$ cat src/rtl/line_status_pkg.sv
package line_status_pkg;

  // Field positions in the status word; software decodes these.
  localparam int unsigned STATUS_W  = 8;
  localparam int unsigned ERR_FLAGS = 3;   // parity, frame, break
  localparam int unsigned POS_READY   = 0;
  localparam int unsigned POS_OVERRUN = 1;
  localparam int unsigned POS_ERR_LO  = 2;
  localparam int unsigned POS_HOLD    = POS_ERR_LO + ERR_FLAGS;  // 5
  localparam int unsigned POS_IDLE    = POS_HOLD + 1;            // 6
  localparam int unsigned POS_SPARE   = POS_IDLE + 1;            // 7

  // Strobes from control to datapath
  typedef struct packed {
    logic                 setReady;
    logic                 clrReady;
    logic                 setOverrun;
    logic [ERR_FLAGS-1:0] setErr;
    logic                 clrErr;
    logic                 setHoldEmpty;
    logic                 clrHoldEmpty;
    logic                 shiftIdle;
  } ctrlStrobes_t;

endpackage

$ cat src/rtl/line_status_ctrl.sv
module line_status_ctrl
  import line_status_pkg::*;
(
  input  logic         rxCharDone,
  input  logic         rxParityErr,
  input  logic         rxFrameErr,
  input  logic         rxBreak,
  input  logic         txHoldToShift,
  input  logic         txShiftEmpty,
  input  logic         cpuRdRxBuf,
  input  logic         cpuRdStatus,
  input  logic         cpuWrTxHold,
  input  logic         readyNow,
  output ctrlStrobes_t strobes
);

  logic [ERR_FLAGS-1:0] rawErr;
  assign rawErr = {rxBreak, rxFrameErr, rxParityErr};

  always_comb begin
    strobes              = '0;
    strobes.setReady     = rxCharDone;
    strobes.clrReady     = cpuRdRxBuf;
    // A second character lands while the first is still unread
    strobes.setOverrun   = rxCharDone & readyNow & ~cpuRdRxBuf;
    strobes.setErr       = rxCharDone ? rawErr : '0;
    strobes.clrErr       = cpuRdStatus;
    strobes.setHoldEmpty = txHoldToShift;
    strobes.clrHoldEmpty = cpuWrTxHold;
    strobes.shiftIdle    = txShiftEmpty;
  end

endmodule

$ cat src/rtl/line_status_dp.sv
module line_status_dp
  import line_status_pkg::*;
(
  input  logic                clk,
  input  logic                rstN,
  input  ctrlStrobes_t        strobes,
  input  logic                enRxAvail,
  input  logic                enLineErr,
  input  logic                enTxEmpty,
  output logic                readyNow,
  output logic [STATUS_W-1:0] statusWord,
  output logic                irqRxAvail,
  output logic                irqLineErr,
  output logic                irqTxEmpty
);

  logic                 readyQ;
  logic                 overrunQ;
  logic [ERR_FLAGS-1:0] errQ;
  logic                 holdEmptyQ;
  logic                 idleQ;
  logic                 holdEmptyNext;

  // Set has precedence over clear for the receive side
  always_ff @(posedge clk) begin
    if (!rstN) begin
      readyQ <= 1'b0;
    end else if (strobes.setReady) begin
      readyQ <= 1'b1;
    end else if (strobes.clrReady) begin
      readyQ <= 1'b0;
    end
  end

  always_ff @(posedge clk) begin
    if (!rstN) begin
      overrunQ <= 1'b0;
    end else if (strobes.setOverrun) begin
      overrunQ <= 1'b1;
    end else if (strobes.clrErr) begin
      overrunQ <= 1'b0;
    end
  end

  for (genvar g = 0; g < ERR_FLAGS; g++) begin : gErrBit
    always_ff @(posedge clk) begin
      if (!rstN) begin
        errQ[g] <= 1'b0;
      end else if (strobes.setErr[g]) begin
        errQ[g] <= 1'b1;
      end else if (strobes.clrErr) begin
        errQ[g] <= 1'b0;
      end
    end
  end

  // A write refills the holding register, so the write has precedence
  always_comb begin
    holdEmptyNext = holdEmptyQ;
    if (strobes.clrHoldEmpty) begin
      holdEmptyNext = 1'b0;
    end else if (strobes.setHoldEmpty) begin
      holdEmptyNext = 1'b1;
    end
  end

  always_ff @(posedge clk) begin
    if (!rstN) begin
      holdEmptyQ <= 1'b1;
      idleQ      <= 1'b1;
    end else begin
      holdEmptyQ <= holdEmptyNext;
      idleQ      <= holdEmptyNext & strobes.shiftIdle;
    end
  end

  always_comb begin
    statusWord                                = '0;
    statusWord[POS_READY]                     = readyQ;
    statusWord[POS_OVERRUN]                   = overrunQ;
    statusWord[POS_ERR_LO +: ERR_FLAGS]       = errQ;
    statusWord[POS_HOLD]                      = holdEmptyQ;
    statusWord[POS_IDLE]                      = idleQ;
    statusWord[POS_SPARE]                     = 1'b0;
  end

  assign readyNow   = readyQ;
  assign irqRxAvail = enRxAvail & readyQ;
  assign irqLineErr = enLineErr & (overrunQ | (|errQ));
  assign irqTxEmpty = enTxEmpty & holdEmptyQ;

endmodule

$ cat src/rtl/line_status_unit.sv
module line_status_unit
  import line_status_pkg::*;
(
  input  logic       clk,
  input  logic       rstN,
  input  logic       rxCharDone,
  input  logic       rxParityErr,
  input  logic       rxFrameErr,
  input  logic       rxBreak,
  input  logic       txHoldToShift,
  input  logic       txShiftEmpty,
  input  logic       cpuRdRxBuf,
  input  logic       cpuRdStatus,
  input  logic       cpuWrTxHold,
  input  logic       enRxAvail,
  input  logic       enLineErr,
  input  logic       enTxEmpty,
  output logic [7:0] statusWord,
  output logic       irqRxAvail,
  output logic       irqLineErr,
  output logic       irqTxEmpty
);

  ctrlStrobes_t strobes;
  logic         readyNow;

  line_status_ctrl i_ctrl (
    .rxCharDone    (rxCharDone),
    .rxParityErr   (rxParityErr),
    .rxFrameErr    (rxFrameErr),
    .rxBreak       (rxBreak),
    .txHoldToShift (txHoldToShift),
    .txShiftEmpty  (txShiftEmpty),
    .cpuRdRxBuf    (cpuRdRxBuf),
    .cpuRdStatus   (cpuRdStatus),
    .cpuWrTxHold   (cpuWrTxHold),
    .readyNow      (readyNow),
    .strobes       (strobes)
  );

  line_status_dp i_dp (
    .clk        (clk),
    .rstN       (rstN),
    .strobes    (strobes),
    .enRxAvail  (enRxAvail),
    .enLineErr  (enLineErr),
    .enTxEmpty  (enTxEmpty),
    .readyNow   (readyNow),
    .statusWord (statusWord),
    .irqRxAvail (irqRxAvail),
    .irqLineErr (irqLineErr),
    .irqTxEmpty (irqTxEmpty)
  );

endmodule

$ cat config.mk
export PLATFORM = sky130hd
export DESIGN_NAME = line_status_unit
export DESIGN_NICKNAME = d
export VERILOG_FILES = /design/src/rtl/line_status_pkg.sv /design/src/rtl/line_status_ctrl.sv /design/src/rtl/line_status_dp.sv /design/src/rtl/line_status_unit.sv
export SDC_FILE = /design/constraint.sdc
export NUM_CORES = 1
export LEC_CHECK = 0
export BUFFER_PORTS_ARGS = -buffer_cell sky130_fd_sc_hd__buf_4
export CAP_MARGIN = 0
export CELL_PAD_IN_SITES_DETAIL_PLACEMENT = 1
export CELL_PAD_IN_SITES_GLOBAL_PLACEMENT = 1
export CORE_AREA = 4 4 41 43
export CTS_CLUSTER_SIZE = 28
export DETAILED_ROUTE_END_ITERATION = 12
export DIE_AREA = 0 0 45 47
export GPL_TIMING_DRIVEN = 0
export PLACE_DENSITY = 0.76
export SYNTH_ARGS = -nofsm -noshare
export SYNTH_HDL_FRONTEND = slang
export SYNTH_SLANG_ARGS = --single-unit
$ cat constraint.sdc
create_clock -name clk -period 1.2 [get_ports clk]
set_input_delay 0.06 -clock clk [delete_from_list [all_inputs] [get_ports clk]]
set_output_delay 0.06 -clock clk [all_outputs]
set_load 0.03 [all_outputs]
Yosys cells after proc, flatten, opt, wreduce, memory -nomap -nowiden

Index checks and enable logic that the tools add are counted.

Reductions and logical operators: 6
Bitwise operators: 8
Multiplexer cells: 10

Operators with widths:

| operator           | count |
|---|---|
| 2-bit nonzero test | 5 |
| 1-bit 2-to-1 mux   | 9 |
| 1-bit bitwise AND  | 6 |
| 3-bit 2-to-1 mux   | 1 |
| 3-bit OR reduction | 1 |
| 1-bit NOT          | 1 |
| 1-bit bitwise OR   | 1 |

Bits of input ports: 14
Register bits: 7
Word-level logic and storage cells: 31
Output and inout port bits: 11

Depth between registers and ports, before layout

Depth in word-level cells: 3
Gate-level depth with buffers: 2
Mapped depth without buffers: 2

Hierarchy

A second synthesis with hierarchy kept.

Cells, all modules: 40
Area, all modules: 370.4 um2

Modules (own cells, without submodules):

| module           | cells an instance | area an instance (um2) | times used | sequential area each (um2) |
|---|---|---|---|---|
| line_status_dp   | 30                | 294.0                  | 1          | 140.1 |
| line_status_ctrl | 10                | 76.3                   | 1          | 0.0 |

Least setup slack after synthesis

Ideal clock, no wire load.

Kind: reg-to-output
From: register i_dp.errQ[2], in the netlist i_dp.statusWord[4]
To: output port irqLineErr
Path slack: 174 ps
Data required time: 1140 ps
Data arrival time: 966 ps
Stages on the path, launching flop included: 2
Buffers on the path: 0
Cell sequence: dfxtp_1 -> o41a_1

Longest elaborated chain between the ends: 3

RTL lines:

| what                              | RTL line               | text |
|---|---|---|
| from (decl)                       | line_status_dp.sv:19   | `logic [ERR_FLAGS-1:0] errQ;` |
| from (signal, indexed assignment) | line_status_dp.sv:48   | `errQ[g] <= 1'b0;` |
| from (signal, indexed assignment) | line_status_dp.sv:50   | `errQ[g] <= 1'b1;` |
| from (signal, indexed assignment) | line_status_dp.sv:52   | `errQ[g] <= 1'b0;` |
| 3-bit OR reduction                | line_status_dp.sv:89   | `assign irqLineErr = enLineErr & (overrunQ \| (\|errQ));` |
| 1-bit bitwise OR                  | line_status_dp.sv:89   |  |
| 1-bit bitwise AND                 | line_status_dp.sv:89   |  |
| to (decl)                         | line_status_unit.sv:20 | `output logic irqLineErr,` |

No other way between the ends.

Final worst setup path

From: register i_dp.overrunQ
To: output port irqLineErr

Longest elaborated chain between the ends: 2

RTL lines:

| what                   | RTL line             | text |
|---|---|---|
| from (decl)            | line_status_dp.sv:18 | `logic overrunQ;` |
| from (signal assigned) | line_status_dp.sv:37 | `overrunQ <= 1'b0;` |
| from (signal assigned) | line_status_dp.sv:39 | `overrunQ <= 1'b1;` |
| from (signal assigned) | line_status_dp.sv:41 | `overrunQ <= 1'b0;` |
| 1-bit bitwise OR       | line_status_dp.sv:89 |  |
| 1-bit bitwise AND      | line_status_dp.sv:89 |  |

No other way between the ends.

==> flow_summary_export.csv <==
group,metric,value,unit
run_status,outcome,"finished with violations",
run_status,violations,"setup timing",
sta,hold_viol_final,0,
power_and_ir_drop,p_sw,170,µW
global_route,grt_usage,8.32,%
synth,ys_types,14,
synth,yosys_warnings,0,
place,port_buffers,23,
finish,drive_gt1_share,55.7,%
finish,nNetsFinal,76,
power_and_ir_drop,vdd_drop_max,0.000357,V
synth,synth.largest_area_cell,"dfxtp_1",
synth,syn_area_per_cell,9.37,µm²
power_and_ir_drop,pwr-share-clk,34.3,%
worst_setup_path,reg2regPathDepth,2,
floorplan,dieHeight,47,µm
drt,vias,319,
finish,n_antenna_cell,0,
worst_setup_path,critPathKind,"reg -> out",
worst_setup_path,worst_r2r_startpoint,"i_dp.overrunQ",
worst_setup_path,r2r_slack,430,ps
clocking,numCtsBuffers,3,
power_and_ir_drop,p_int,454,µW
global_route,grt_max_degree,9,
synth,synth_seq_cells,7,
place,pre_cts_ws,248,ps
worst_setup_path,endpoint_kind,"output pin",
synth,async_flop_share,0,%
power_and_ir_drop,pwr-share-comb,24.9,%
drt,drc_errors,0,
clocking,clock-root-buffer,"clkbuf_4",
clocking,clk_pin_slew,50,ps
synth,syn_inst,33,
clocking,cts_tree,"yes",
sta,skew,0.0991,ps
sta,rsz0062_at_grt,"true",
worst_setup_path,cp_max_fo,3,
synth,synthesis.nets,47,
finish,layout_commonest_cell,"buf_4",
drt,vias_per_cell,4.20,
power_and_ir_drop,p_leak,0.267,nW
worst_setup_path,worstPathRequired,1140,ps
sta,fin_crit_sh,101,%
worst_setup_path,worstPathArrival,1150,ps
sta,fin_tns_setup,-10.9,ps
synth,synth.area.top_cells,"dfxtp_1 45%, buf_4 12%, nand2b_1 8.1%, a21boi_0 7.3%, and2_1 4.0%",
clocking,clock_sinks,7,
finish,area_growth_syn_to_layout,74.9,%
drt,wl_per_cell,11.1,µm
floorplan,io_pins,25,
place,place_congestion,0.616,
clocking,htree_levels,1,
finish,layout_common_cells,"28 x buf_4, 5 x dfxtp_1, 4 x nand2b_1",
clocking,cts_buffer_depth,2,
global_route,grt_pass1_wl,1.22,mm
sta,min_period,1210,ps
place,dp.cells,71,
synth,synth-edff-count,0,
floorplan,num_rows,13,
synth,synth_ff_type,"dfxtp_1",
drt,drt-pass1-iter-count,2,
floorplan,core_region_area,1300,µm²
hold_path,hold_start,"cpuWrTxHold",
sta,setup_violations,1,
global_route,first_global_vias,317,
power_and_ir_drop,swShare,27.3,%
hold_path,hold_end,"i_dp.holdEmptyQ",
floorplan,chipWidth,45,µm
global_route,antenna_found_initial,0,
global_route,grt_overflow,0,
hold_path,whs_path_depth,2,
hold_path,hold_path.class,"in -> reg",
finish,final_core_util,41.5,%
drt,ant_nets,0,
sta,max_freq,826,MHz
worst_setup_path,rr_endpoint,"i_dp.overrunQ",
sta,final-max-slew-violation-count,0,
finish,final_cells,76,
power_and_ir_drop,p_per_area,1150,nW/µm²
power_and_ir_drop,power_frac_seq,40.8,%
sta,setup_ws,-10.9,ps
clocking,clk_latency,250,ps
worst_setup_path,start_kind,"flop",
finish,regArea,143,µm²
synth,synth_top_area_share,45.3,%
drt,wl,843,µm
floorplan,initial_utilization,23.7,%
synth,ys_seq_area_share,45.3,%
finish,multi_input_area,131,µm²
synth,syn_area,309,µm²
flow_run,cap_violations,0,
floorplan,dieArea,2120,µm²
drt,drtIter0Drc,2,
finish,fillers,162,
==> worst max-delay path by stage <==
| stage | from | slack [ps] | to | cells after the start |
|---|---|---|---|---|
| global placement | i_dp.overrunQ | 250 | irqLineErr | 2 |
| finish | i_dp.overrunQ | -10 | irqLineErr | 2 |
| CTS | i_dp.statusWord[2] | -10 | irqLineErr | 2 |
| detailed placement | i_dp.overrunQ | 250 | irqLineErr | 2 |
| global route | i_dp.overrunQ | -50 | irqLineErr | 2 |
| floorplan | i_dp.statusWord[4] | 170 | irqLineErr | 1 |
==> kinds of logic (layout without fill, tap and decap cells) <==
family          Yosys count  after routing  share of synthesized area (%)
simple gates             12             12                           21.9
flops                     7              7                           45.3
other cells               1              1                           1.21
compound gates            8              8                           19.4
buf+inv                   5             33                           12.1
==> cell usage after synthesis, drive strengths merged (2+ instances only) <==
| cell type | count |
|---|---|
| dfxtp | 7 |
| buf | 5 |
| nand2b | 4 |
| a21boi | 3 |
| nand2 | 3 |
| and2 | 2 |
| o21ai | 2 |
==> flip-flops by register name, indices dropped and copies added (netlist names) <==
register,flops
i_dp.readyNow,1
i_dp.holdEmptyQ,1
i_dp.idleQ,1
i_dp.overrunQ,1
i_dp.statusWord,3
==> final cells by class <==
type,count,share of cell area (%)
Timing Repair Buffer,24,34.0
Tap cell,15,3.47
Sequential cell,7,26.4
Buffer,5,6.94
Clock buffer,4,4.86
Multi-Input combinational cell,21,24.3
==> critical path, cell delays in order, from the launching register on <==
cell and delay, ps:
dfxtp_2 320, o41a_1 430, buf_6 150
==> power groups by stage <==
stage	Combinational, mW	Sequential [mW]	Clock, mW
2_1_floorplan	0.0687	0.268	0
3_3_place_gp	0.148	0.259	0
3_5_place_dp	0.151	0.260	0
4_1_cts	0.157	0.254	0.223
5_1_grt	0.165	0.256	0.238
6_report	0.155	0.254	0.214
==> what timing repair did <==
item / 4_1_cts / 5_1_grt
cloned: 0 / 0
hold buffers: 0 / 0
setup endpoints to repair: 1 / 1
pin swaps: 1 / 1
resized for setup: 2 / 1
buffers inserted: 1 / 0
==> metrics by stage <==
stage	hold slack, ps	cell area, µm²	total power [mW]
3_3_place_gp	264	500	0.408
5_1_grt	19.2	541	0.658
3_5_place_dp	279	500	0.410
6_report	18.9	541	0.624
4_1_cts	12.7	539	0.635
2_1_floorplan	136	309	0.337
==> per-layer routing <==
metal | wire length, µm | GRT usage, %
met1 | 358 | 9.40
met2 | 443 | 13.0
met3 | 41 | 2.30
met4 | 0 | 7.02
met5 | 0 | 0
Note: power is estimated with default switching activity, not from simulation.
